**src/rtl/pcg_pkg.sv**
```systemverilog
package pcg_pkg;
    typedef enum logic [1:0] {
        PH_IDLE = 2'd0,
        PH_HIGH = 2'd1,
        PH_LOW  = 2'd2
    } phase_e;
endpackage

```
**src/rtl/pcg_divider.sv**
```systemverilog
module pcg_divider
    import pcg_pkg::*;
#(
    parameter int DIV_W = 5,
    parameter int CPL_W = 10
) (
    input  logic             clk_i,
    input  logic             rst_ni,
    input  logic [DIV_W-1:0] div_i,
    input  logic             bypass_i,
    input  logic             inv_clk_i,
    input  logic [CPL_W-1:0] cpl_i,
    input  logic             line_strobe_i,
    output logic             pclk_o,
    output logic             launch_o,
    output logic             busy_o
);
    localparam int RAT_W = DIV_W + 1;
    localparam int REM_W = CPL_W + 1;

    phase_e           state_q, state_d;
    logic [RAT_W-1:0] cnt_q, cnt_d;
    logic [RAT_W-1:0] ratio_q, ratio_d;
    logic [REM_W-1:0] rem_q, rem_d;
    logic             first_q, first_d;
    logic [RAT_W-1:0] new_ratio;
    logic             owed;

    assign new_ratio = RAT_W'(div_i) + RAT_W'(2);
    assign owed      = (rem_q != '0);

    // Periods still owed on this line
    always_comb begin
        if (line_strobe_i)
            rem_d = REM_W'(cpl_i) + REM_W'(1);
        else if (bypass_i)
            rem_d = owed ? rem_q - REM_W'(1) : rem_q;
        else if (state_q == PH_LOW && cnt_q == '0)
            rem_d = rem_q - REM_W'(1);
        else
            rem_d = rem_q;
    end

    // Next-state logic
    always_comb begin
        state_d = state_q;
        cnt_d   = cnt_q;
        ratio_d = ratio_q;
        first_d = 1'b0;
        unique case (state_q)
            PH_IDLE: begin
                if (!bypass_i && owed) begin
                    state_d = PH_HIGH;
                    ratio_d = new_ratio;
                    cnt_d   = (new_ratio >> 1) - RAT_W'(1);
                    first_d = 1'b1;
                end
            end
            PH_HIGH: begin
                if (cnt_q == '0) begin
                    state_d = PH_LOW;
                    cnt_d   = ratio_q - (ratio_q >> 1) - RAT_W'(1);
                    first_d = 1'b1;
                end else begin
                    cnt_d = cnt_q - RAT_W'(1);
                end
            end
            PH_LOW: begin
                if (cnt_q == '0) begin
                    if (!bypass_i && rem_d != '0) begin
                        state_d = PH_HIGH;
                        ratio_d = new_ratio;
                        cnt_d   = (new_ratio >> 1) - RAT_W'(1);
                        first_d = 1'b1;
                    end else begin
                        state_d = PH_IDLE;
                    end
                end else begin
                    cnt_d = cnt_q - RAT_W'(1);
                end
            end
            default: state_d = PH_IDLE;
        endcase
    end

    // State register
    always_ff @(posedge clk_i or negedge rst_ni) begin
        if (!rst_ni) begin
            state_q <= PH_IDLE;
            cnt_q   <= '0;
            ratio_q <= RAT_W'(2);
            rem_q   <= '0;
            first_q <= 1'b0;
        end else begin
            state_q <= state_d;
            cnt_q   <= cnt_d;
            ratio_q <= ratio_d;
            rem_q   <= rem_d;
            first_q <= first_d;
        end
    end

    // Outputs
    always_comb begin
        pclk_o = (state_q == PH_HIGH);
        busy_o = owed;
        if (bypass_i)
            launch_o = owed;
        else if (inv_clk_i)
            launch_o = first_q && (state_q == PH_LOW);
        else
            launch_o = first_q && (state_q == PH_HIGH);
    end
endmodule

```
**src/rtl/pcg_bias.sv**
```systemverilog
module pcg_bias #(
    parameter int ACB_W = 5
) (
    input  logic             clk_i,
    input  logic             rst_ni,
    input  logic             tft_i,
    input  logic             inv_de_i,
    input  logic             de_i,
    input  logic [ACB_W-1:0] acb_i,
    input  logic             line_strobe_i,
    output logic             bias_o
);
    logic [ACB_W-1:0] lcnt_q;
    logic             ac_q;

    always_ff @(posedge clk_i or negedge rst_ni) begin
        if (!rst_ni) begin
            lcnt_q <= '0;
            ac_q   <= 1'b0;
        end else if (!tft_i && line_strobe_i) begin
            if (lcnt_q >= acb_i) begin
                lcnt_q <= '0;
                ac_q   <= ~ac_q;
            end else begin
                lcnt_q <= lcnt_q + ACB_W'(1);
            end
        end
    end

    assign bias_o = tft_i ? (de_i ^ inv_de_i) : ac_q;
endmodule

```
**src/rtl/pnl_clkgen.sv**
```systemverilog
module pnl_clkgen #(
    parameter int DIV_W = 5,
    parameter int CPL_W = 10,
    parameter int ACB_W = 5
) (
    input  logic             clk_i,
    input  logic             rst_ni,
    input  logic [DIV_W-1:0] div_i,
    input  logic             bypass_i,
    input  logic             inv_clk_i,
    input  logic             inv_de_i,
    input  logic             tft_i,
    input  logic [ACB_W-1:0] acb_i,
    input  logic [CPL_W-1:0] cpl_i,
    input  logic             line_strobe_i,
    input  logic             de_i,
    output logic             pclk_o,
    output logic             launch_o,
    output logic             bias_o
);
    logic pclk_div;
    logic busy;
    logic gate_q;

    pcg_divider #(.DIV_W(DIV_W), .CPL_W(CPL_W)) u_div (
        .clk_i         (clk_i),
        .rst_ni        (rst_ni),
        .div_i         (div_i),
        .bypass_i      (bypass_i),
        .inv_clk_i     (inv_clk_i),
        .cpl_i         (cpl_i),
        .line_strobe_i (line_strobe_i),
        .pclk_o        (pclk_div),
        .launch_o      (launch_o),
        .busy_o        (busy)
    );

    pcg_bias #(.ACB_W(ACB_W)) u_bias (
        .clk_i         (clk_i),
        .rst_ni        (rst_ni),
        .tft_i         (tft_i),
        .inv_de_i      (inv_de_i),
        .de_i          (de_i),
        .acb_i         (acb_i),
        .line_strobe_i (line_strobe_i),
        .bias_o        (bias_o)
    );

    // Gate enable for bypass: captured while the fast clock is low
    always_ff @(negedge clk_i or negedge rst_ni) begin
        if (!rst_ni) gate_q <= 1'b0;
        else         gate_q <= busy;
    end

    assign pclk_o = bypass_i ? (clk_i & gate_q) : pclk_div;
endmodule

```
**config.mk**
```make
export PLATFORM = sky130hd
export DESIGN_NAME = pnl_clkgen
export DESIGN_NICKNAME = d
export VERILOG_FILES = /design/src/rtl/pcg_pkg.sv /design/src/rtl/pcg_divider.sv /design/src/rtl/pcg_bias.sv /design/src/rtl/pnl_clkgen.sv
export SDC_FILE = /design/constraint.sdc
export NUM_CORES = 1
export LEC_CHECK = 0
export ABC_AREA = 1
export BUFFER_PORTS_ARGS = -buffer_cell sky130_fd_sc_hd__buf_2
export CAP_MARGIN = 10
export CORE_MARGIN = 2
export CORE_UTILIZATION = 60
export DETAILED_ROUTE_END_ITERATION = 10
export PLACE_DENSITY = 0.8
export SETUP_SLACK_MARGIN = 0.15
export SKIP_LAST_GASP = 1
export SLEW_MARGIN = 20
export SYNTH_ARGS = -nofsm -noshare
export SYNTH_HDL_FRONTEND = slang
export SYNTH_HIERARCHICAL = 1
export SYNTH_SLANG_ARGS = --single-unit
```
**constraint.sdc**
```tcl
create_clock -name clk_i -period 2.4 [get_ports clk_i]
set_input_delay 0 -clock clk_i [delete_from_list [all_inputs] [get_ports clk_i]]
set_output_delay 0 -clock clk_i [all_outputs]
set_load 0.02 [all_outputs]
```
==> parameters.txt, run 1 <==
Parameter                              Value

Status
  Status ... completed

Global route
  Grt met1 use ... 0.3680
  Aggregate global-route resource usage ... 0.2914
  GRT busiest layer ... met2
  Largest net degree at the start of global routing ... 33
  Wire length of the first global-routing pass ... about 12 mm
  GR Layer Usage met2 ... 0.4657
  Number of antenna violations at the first check in global routing ... 0
  Remaining global-route overflow ... 0
  Number of global-route vias before repair ... 2,843
  Met3 capacity usage during global routing ... 0.07143

Synthesis
  Synth async-reset ratio ... 1.000
  Warnings, synthesis ... 6
  Syn Inst Count ... 450
  Synth top cells by count ... sky130_fd_sc_hd__nand2_1 (131), sky130_fd_sc_hd__inv_1 (66), sky130_fd_sc_hd__nand3_1 (47)
  Most used flip-flop cell after synthesis ... sky130_fd_sc_hd__dfrtp_1
  Net count of the mapped netlist ... 500
  Number of enable flip-flop cells after synthesis ... 0
  Synth area leader ... sky130_fd_sc_hd__dfrtp_1
  Proportion of synthesized chip area in sequential cells ... 0.2697
  Synthesized area divided by synthesized cell count ... ~7 µm²
  Synth area leaders ... sky130_fd_sc_hd__dfrtp_1 (25%), sky130_fd_sc_hd__nand2_1 (16%), sky130_fd_sc_hd__ha_1 (8.6%)
  Most common cell in the netlist ... sky130_fd_sc_hd__nand2_1
  Number of flip-flops and latches in the synthesized netlist ... 33
  Distinct cell type count of the synthesized netlist ... 36
  Combined area of all synthesized cells ... roughly 3100 µm²
  Area share of the largest cell type after synthesis ... 0.2530

Worst setup path
  Reg2reg path depth ... 4
  Critical path required time ... around 1500 ps
  Endpoint of the most critical register-to-register path ... gate_q$_DFF_NN0_
  R2r startpoint ... u_div/rem_q[7]$_DFF_PN0_
  Endpoint class of the critical path ... flip-flop
  Register-to-register setup slack ... 40 ps
  Crit path DAT ... roughly 1400 ps
  Biggest fanout along the worst timing path ... 4
  Setup crit start kind ... flip-flop
  Worst setup path class ... reg -> reg

Detailed routing
  Routed vias ... 3,118
  Ratio of routed vias to standard cells ... between 5 and 6
  DR DRC count ... 0
  DRT Pass-1 Iters ... 5
  Antenna-violating nets left ... 0
  Starting DRC count in detailed routing ... about 330
  Detailed-route wire length ... just under 8 mm
  WL per Instance ... about 13 µm

Place
  GP Congestion ... roughly 0.9
  Number of port buffers ... 30
  Placed Cells ... approximately 560
  Placement Cell Area ... between 3000 and 4000 µm²
  Placement Setup Slack ... around 27 ps
  Post-DP HPWL ... between 5 and 6 mm

Floorplan
  Initial core utilization ... 0.6121
  Std cell rows ... 26
  Area enclosed by the die boundary ... ~5700 µm²
  Core outline area ... between 5000 and 6000 µm²
  Num ports ... 31
  Die Span X ... 75.49 µm
  Chip Height ... approximately 75 µm

Final layout
  Final instance count without filler cells ... about 590
  Share of final-layout standard cells stronger than drive strength 1 ... 0.2538
  Diodes inserted ... 0
  Layout-stage area growth over the synthesis result ... 24.28%
  Post-layout net count ... between 500 and 600
  Final cell area excluding filler cells ... ~3800 µm²
  Final Util ... 0.7607

Clocking
  Clock latency of the later-clocked register in the worst-skew pair ... 420 ps
  CTS clk-pin slew, worst paths ... around 70 ps
  CTS tree ... built

Timing
  Number of max-slew violations in the final report ... 0
  Unrepaired setup endpoints after global routing ... yes
  Hold_ws ... between 9 and 10 ps
  Setup slack after layout ... roughly 40 ps
  Count of endpoints failing hold in the final timing report ... 0
  Final Setup Violations ... 0
  Clk_skew ... roughly 23 ps
  Transition time at the pin with the least slew margin ... 568.1 ps
  Fin Setup TNS ... 0 ps
  Headroom to the max-slew limit ... 0.6198

Pwr
  Peak VDD IR ... around 0.63 mV
  Static leakage ... roughly 2.0 nW
  Pwr dens ... between 900 and 1000 nW/µm²
  Power, Total ... between 3 and 4 mW

Min path
  Worst min-delay path endpoint ... u_div/rem_q[5]$_DFF_PN0_
  Min-Delay Startpoint ... cpl_i[5]
  Hold Path Class ... in -> reg
  Cell depth of the worst min-delay path ... 5

Job
  Max-cap viol count ... 0
## cell type report
type,instances,area [µm²]
Sequential cell,33,827.0
Fill cell,386,1199
Timing Repair Buffer,66,460.4
Tap cell,70,87.58
Multi-Input combinational cell,339,2016
Clock buffer,12,142.6
Inverter,74,277.8
## metal layers
| layer | vias to the layer above | wire length (µm) | share of wire |
|---|---|---|---|
| met2 | 111 | 3721 | 0.48 |
| met5 | - | 0 | 0 |
| met1 | 1418 | 3305 | 0.43 |
| met4 | 0 | 208 | 0.027 |
| li1 | 1565 | - | - |
| met3 | 24 | 468 | 0.061 |
## critical path, cell delays in order, from the launching register on
cell and delay (ps):
sky130_fd_sc_hd__dfrtp_1 420, sky130_fd_sc_hd__nor2_1 240, sky130_fd_sc_hd__nand2_2 170, sky130_fd_sc_hd__nor2_4 160, sky130_fd_sc_hd__inv_2 50
## sequential cells by signal, summed over array words and instances, names as in the netlist
register and cells:
u_bias/lcnt_q 5, u_bias/ac_q 1, u_div/cnt_q 6, u_div/rem_q 11
u_div/ratio_q 6, gate_q 1, u_div/first_q 1, u_div/state_q 2
## placed cells by master, fill, tap and decap left out, types with 2 or more instances in the layout
cell type / n
sky130_fd_sc_hd__inv_2: 11
sky130_fd_sc_hd__nor2_2: 10
sky130_fd_sc_hd__nor2_1: 19
sky130_fd_sc_hd__o21ai_1: 2
sky130_fd_sc_hd__xor2_1: 12
sky130_fd_sc_hd__nand3_1: 46
sky130_fd_sc_hd__or2_2: 4
sky130_fd_sc_hd__ha_1: 19
sky130_fd_sc_hd__o21ai_0: 17
sky130_fd_sc_hd__a31oi_1: 2
sky130_fd_sc_hd__nor3_1: 3
sky130_fd_sc_hd__nor2_4: 4
sky130_fd_sc_hd__inv_1: 61
sky130_fd_sc_hd__xnor2_1: 5
sky130_fd_sc_hd__clkbuf_8: 9
sky130_fd_sc_hd__a21oi_2: 2
sky130_fd_sc_hd__clkinv_1: 2
sky130_fd_sc_hd__a21oi_1: 13
sky130_fd_sc_hd__nand2_2: 15
sky130_fd_sc_hd__dfrtp_1: 31
sky130_fd_sc_hd__buf_2: 29
sky130_fd_sc_hd__nand4_1: 3
sky130_fd_sc_hd__a22oi_1: 4
sky130_fd_sc_hd__o21ai_2: 6
sky130_fd_sc_hd__o211ai_1: 2
sky130_fd_sc_hd__nand3b_1: 2
sky130_fd_sc_hd__nand3_2: 7
sky130_fd_sc_hd__nand2_1: 129
sky130_fd_sc_hd__dlygate4sd3_1: 15
sky130_fd_sc_hd__clkbuf_1: 2
sky130_fd_sc_hd__nand2_4: 7
sky130_fd_sc_hd__ha_4: 2
sky130_fd_sc_hd__buf_4: 22
## power breakdown
part           switching, mW  internal, mW
Clock                  0.268         0.366
Combinational           1.32         0.860
Sequential             0.176         0.745
## worst max path at each step
| stage | start | endpoint | slack, ps | depth (start not counted) |
|---|---|---|---|---|
| 6_report | u_div/rem_q[7]$_DFF_PN0_ | gate_q$_DFF_NN0_ | 40 | 4 |
| 4_1_cts | u_div/rem_q[0]$_DFF_PN0_ | gate_q$_DFF_NN0_ | 70 | 7 |
| 5_1_grt | u_div/rem_q[1]$_DFF_PN0_ | u_div/ratio_q[2]$_DFFE_PN0P_ | -40 | 19 |
| 3_3_place_gp | u_div/rem_q[1]$_DFF_PN0_ | gate_q$_DFF_NN0_ | 60 | 7 |
| 2_1_floorplan | u_div/rem_q[0]$_DFF_PN0_ | gate_q$_DFF_NN0_ | 70 | 7 |
| 3_5_place_dp | u_div/rem_q[1]$_DFF_PN0_ | gate_q$_DFF_NN0_ | 30 | 7 |
## kinds of logic (layout without fill, tap and decap cells)
logic type | after synthesis | after routing | synth area share
flops | 33 | 33 | 0.2697
xor+xnor | 17 | 17 | 0.04855
buf+inv | 80 | 152 | 0.1057
simple gates | 250 | 252 | 0.3913
fa+ha+maj | 22 | 22 | 0.09221
compound gates | 48 | 48 | 0.09261
## what timing repair did
action / CTS / global route
hold buffers: 15 / 0
resized for setup: 13 / 10
buffers inserted: 6 / 3
pin swaps: 4 / 6
cloned: 2 / 0
hold endpoints to repair: 45 / 0
endpoints found under the setup margin: 15 / 18
(Power assumes the default switching activity.)
==> run 2, diff against run 1 <==
--- a/config.mk
+++ b/config.mk
@@ -5,13 +5,14 @@
 export SDC_FILE = /design/constraint.sdc
 export NUM_CORES = 1
 export LEC_CHECK = 0
-export ABC_AREA = 1
 export BUFFER_PORTS_ARGS = -buffer_cell sky130_fd_sc_hd__buf_2
 export CAP_MARGIN = 10
+export CELL_PAD_IN_SITES_DETAIL_PLACEMENT = 0
+export CELL_PAD_IN_SITES_GLOBAL_PLACEMENT = 1
 export CORE_MARGIN = 2
-export CORE_UTILIZATION = 60
+export CORE_UTILIZATION = 45
 export DETAILED_ROUTE_END_ITERATION = 10
-export PLACE_DENSITY = 0.8
+export PLACE_DENSITY = 0.79
 export SETUP_SLACK_MARGIN = 0.15
 export SKIP_LAST_GASP = 1
 export SLEW_MARGIN = 20
==> run 2 against run 1 <==
Against the previous run: critical path depth increased by 8; hold slack improved by 19 ps; the run now ends with setup timing left; first-iteration DRC count decreased by 72%.
==> parameters.txt, run 2 <==
Parameter                              Value

Global route
  Wire length of the first global-routing pass ... 14.19 mm (+15%)
  Largest net degree at the start of global routing ... 33 (unchanged)
  Number of antenna violations at the first check in global routing ... 0 (unchanged)
  Remaining global-route overflow ... 0 (unchanged)
  Number of global-route vias before repair ... 3,087 (+8.6%)
  Aggregate global-route resource usage ... 0.2488 (-0.04262)

Timing
  Achievable Freq ... roughly 340 MHz
  Share of the clock period used by the worst path ... 1.210
  Fin Setup TNS ... -5900 ps (-5900 ps)
  Post-layout minimum cycle time ... roughly 2900 ps
  Clk_skew ... 19.75 ps (-3.710 ps)
  Headroom to the max-slew limit ... 0.4852 (-0.1347)
  Number of max-slew violations in the final report ... 0 (unchanged)
  Unrepaired setup endpoints after global routing ... yes
  Count of endpoints failing hold in the final timing report ... 0 (unchanged)
  Setup slack after layout ... -505.1 ps (-544.6 ps)
  Final Setup Violations ... 16 (+16)
  Transition time at the pin with the least slew margin ... 752.8 ps (+184.7 ps)

Status
  Status ... complete, but fails checks
  Violated checks ... setup timing

Synthesis
  Warnings, synthesis ... 6 (unchanged)
  Synth async-reset ratio ... 1.000 (unchanged)
  Number of flip-flops and latches in the synthesized netlist ... 33 (unchanged)
  Syn Inst Count ... 352 (-22%)
  Synth top cells by count ... sky130_fd_sc_hd__nand2_1 (34), sky130_fd_sc_hd__dfrtp_1 (31), sky130_fd_sc_hd__inv_1 (26)
  Distinct cell type count of the synthesized netlist ... 70 (+94%)
  Number of enable flip-flop cells after synthesis ... 0 (unchanged)
  Synthesized area divided by synthesized cell count ... 8.478 µm² (+24%)
  Synth area leader ... sky130_fd_sc_hd__dfrtp_1
  Proportion of synthesized chip area in sequential cells ... 0.2771 (+0.007463)
  Synth area leaders ... sky130_fd_sc_hd__dfrtp_1 (26%), sky130_fd_sc_hd__ha_1 (8.8%), sky130_fd_sc_hd__xnor2_1 (5.3%)
  Most used flip-flop cell after synthesis ... sky130_fd_sc_hd__dfrtp_1
  Area share of the largest cell type after synthesis ... 0.2600 (+0.007000)
  Combined area of all synthesized cells ... 2984 µm² (-2.7%)
  Net count of the mapped netlist ... 402 (-20%)
  Most common cell in the netlist ... sky130_fd_sc_hd__nand2_1

Final layout
  Final instance count without filler cells ... 556 (-6.4%)
  Diodes inserted ... 0 (unchanged)
  Biggest registers after layout ... u_div/rem_q (11), u_div/cnt_q (6), u_div/ratio_q (6)
  Commonest non-fill, non-tap cells in the layout ... sky130_fd_sc_hd__buf_4 (76), sky130_fd_sc_hd__nand2_1 (32), sky130_fd_sc_hd__dfrtp_1 (31)
  Number of inserted filler cells in the final layout ... 543 (+41%)
  Leading cell type in the layout, fill and taps excluded ... sky130_fd_sc_hd__buf_4
  Share of final-layout standard cells stronger than drive strength 1 ... 0.3800 (+0.1261)
  Number of flip-flops under the largest register name ... 11 (unchanged)
  Layout-stage area growth over the synthesis result ... 45.41%
  Register name with the most flops ... u_div/rem_q
  Post-layout net count ... 528 (-7.9%)

Worst setup path
  Biggest fanout along the worst timing path ... 6 (+2)
  Cell-by-cell listing of the critical path ... inv_2 > ha_4 > and4bb_2 > a21oi_4 > buf_6 > o311ai_2 > o211ai_1 > a2111oi_4 > nand3_2 > a32oi_4 > buf_6 > mux2i_2
  Kind of cell adding the most delay to the critical path ... compound AO/OA/AOI/OAI gates
  Worst setup path class ... reg -> reg
  Endpoint class of the critical path ... flip-flop
  Critical path's largest stage delay ... 450 ps (+30 ps)
  Setup crit start kind ... flip-flop
  Crit path DAT ... 3230 ps (+1790 ps)
  Critical-path cell with the highest stage delay ... sky130_fd_sc_hd__a2111oi_4
  Crit path buffers/inverters ... 3 (+2)
  Critical path required time ... 2730 ps (+1250 ps)
  Critical Path Most Common Cell ... sky130_fd_sc_hd__buf_6

Place
  Placed Cells ... 507 (-9.0%)
  GP Congestion ... 0.8809 (-2.0%)
  Number of port buffers ... 30 (unchanged)
  Post-DP HPWL ... 5.984 mm (+16%)

Job
  Max-cap viol count ... 0 (unchanged)

Clocking
  CTS tree ... built
  Clock latency of the later-clocked register in the worst-skew pair ... 410 ps (about the same)
  CTS clk-pin slew, worst paths ... 70 ps (about the same)

Min path
  Hold Path Class ... in -> reg

Floorplan
  Num ports ... 31 (unchanged)
  Die Span X ... 85.44 µm (+13%)
  Std cell rows ... 29 (+12%)
  Core outline area ... 6386 µm² (+27%)
  Chip Height ... 85.44 µm (+13%)
  Area enclosed by the die boundary ... 7299 µm² (+28%)
  Initial core utilization ... 0.4673 (-0.1449)

Detailed routing
  Routed vias ... 3,082 (-1.2%)
  Starting DRC count in detailed routing ... 91 (-72%)
  DR DRC count ... 0 (unchanged)
  DRT Pass-1 Iters ... 4 (-1)
  Ratio of routed vias to standard cells ... 5.543 (+5.6%)
  Detailed-route wire length ... 8.414 mm (+9.2%)
  WL per Instance ... 15.13 µm (+17%)
  Antenna-violating nets left ... 0 (unchanged)

Pwr
  Static leakage ... 1.914 nW (-6.1%)
  Power, Total ... 4.281 mW (+15%)
  Pwr dens ... 986.5 nW/µm² (+0.58%)
  Peak VDD IR ... 0.9392 mV (+49%)
## run 2: changes by cell type after synthesis, moves of 6 or more
cell                       change
sky130_fd_sc_hd__nand2_1      -97
sky130_fd_sc_hd__o21ai_0       +7
sky130_fd_sc_hd__xnor2_1      +13
sky130_fd_sc_hd__mux2i_1       +7
sky130_fd_sc_hd__inv_2         -6
sky130_fd_sc_hd__nand3_1      -28
sky130_fd_sc_hd__inv_1        -40
sky130_fd_sc_hd__clkbuf_1     +10
sky130_fd_sc_hd__nand2_2      -16
sky130_fd_sc_hd__nor2_2       -10
sky130_fd_sc_hd__xor2_1        -8
## run 2: path summary, 6_finish.rpt
check	startpoint	endpoint	slack, ps	cells past startpoint
worst max-delay path	u_div/cnt_q[1]$_DFFE_PN0P_	u_div/ratio_q[1]$_DFFE_PN1P_	-510	12
worst min-delay path	div_i[3]	u_div/ratio_q[3]$_DFFE_PN0P_	30	3
worst max register to register	u_div/cnt_q[1]$_DFFE_PN0P_	u_div/ratio_q[1]$_DFFE_PN1P_	-510	12
worst min register to register	u_bias/ac_q$_DFFE_PN0P_	u_bias/ac_q$_DFFE_PN0P_	480	1
max in group asynchronous	rst_ni	gate_q$_DFF_NN0_	1290	2
min in group asynchronous	rst_ni	u_div/rem_q[8]$_DFF_PN0_	170	3
## run 2: cells by family (layout without fill, tap and decap cells)
family | count (synthesis) | count (layout) | synth area share
buffers and inverters | 42 | 169 | 0.05744
multiplexers | 12 | 12 | 0.04486
flip-flops | 33 | 33 | 0.2771
AO/OA/AOI/OAI | 101 | 101 | 0.2436
XOR/XNOR | 22 | 22 | 0.06457
adder cells (fa/ha/maj) | 22 | 22 | 0.09476
AND/OR/NAND/NOR | 120 | 120 | 0.2176
## run 2: layer usage
layer	share of wire	vias to the layer above	track usage
li1	-	1535	-
met1	0.46	1477	0.3103
met2	0.48	48	0.4077
met3	0.029	22	0.05837
met4	0.029	0	0.1140
met5	0	-	0
## run 2: worst min-delay path, stage by stage
cell and delay (ps):
sky130_fd_sc_hd__buf_2 190, sky130_fd_sc_hd__xnor2_1 140, sky130_fd_sc_hd__mux2i_1 60
## run 2: where the power goes
| part | total (mW) | internal [mW] | switching (mW) |
|---|---|---|---|
| logic | 2.74 | 1.37 | 1.37 |
| registers | 0.917 | 0.761 | 0.156 |
| clock network | 0.624 | 0.359 | 0.265 |
| total | 4.28 | 2.49 | 1.79 |
## run 2: layout make-up
cell class / count / area, µm² / share of cell area
clock inverters: 2 / 13.76 / 0.003172
clock buffers: 10 / 131.4 / 0.03028
well taps: 77 / 96.34 / 0.02220
multi-input cells: 277 / 2171 / 0.5003
flip-flops and latches: 33 / 827.0 / 0.1906
repair buffers: 131 / 1002 / 0.2310
inverters: 26 / 97.59 / 0.02249
## run 2: what timing repair did
action / in CTS / in global routing
resized for setup: 15 / 28
hold buffers: 13 / 0
endpoints found under the setup margin: 17 / 20
pin swaps: 15 / 11
buffers inserted: 20 / 5
endpoints found under the hold margin: 44 / 0
## run 2: metrics by stage
step	cell area (µm²)	utilization	hold slack [ps]	setup WS (ps)
6_report	4339	0.6795	28.93	-505.1
3_5_place_dp	3726	0.5835	83.19	-419.6
5_1_grt	4339	0.6795	41.32	-592.4
4_1_cts	4204	0.6583	11.76	-393.2
2_1_floorplan	3079	-	-295.6	-232.7
3_3_place_gp	3726	0.5835	79.75	-318.9
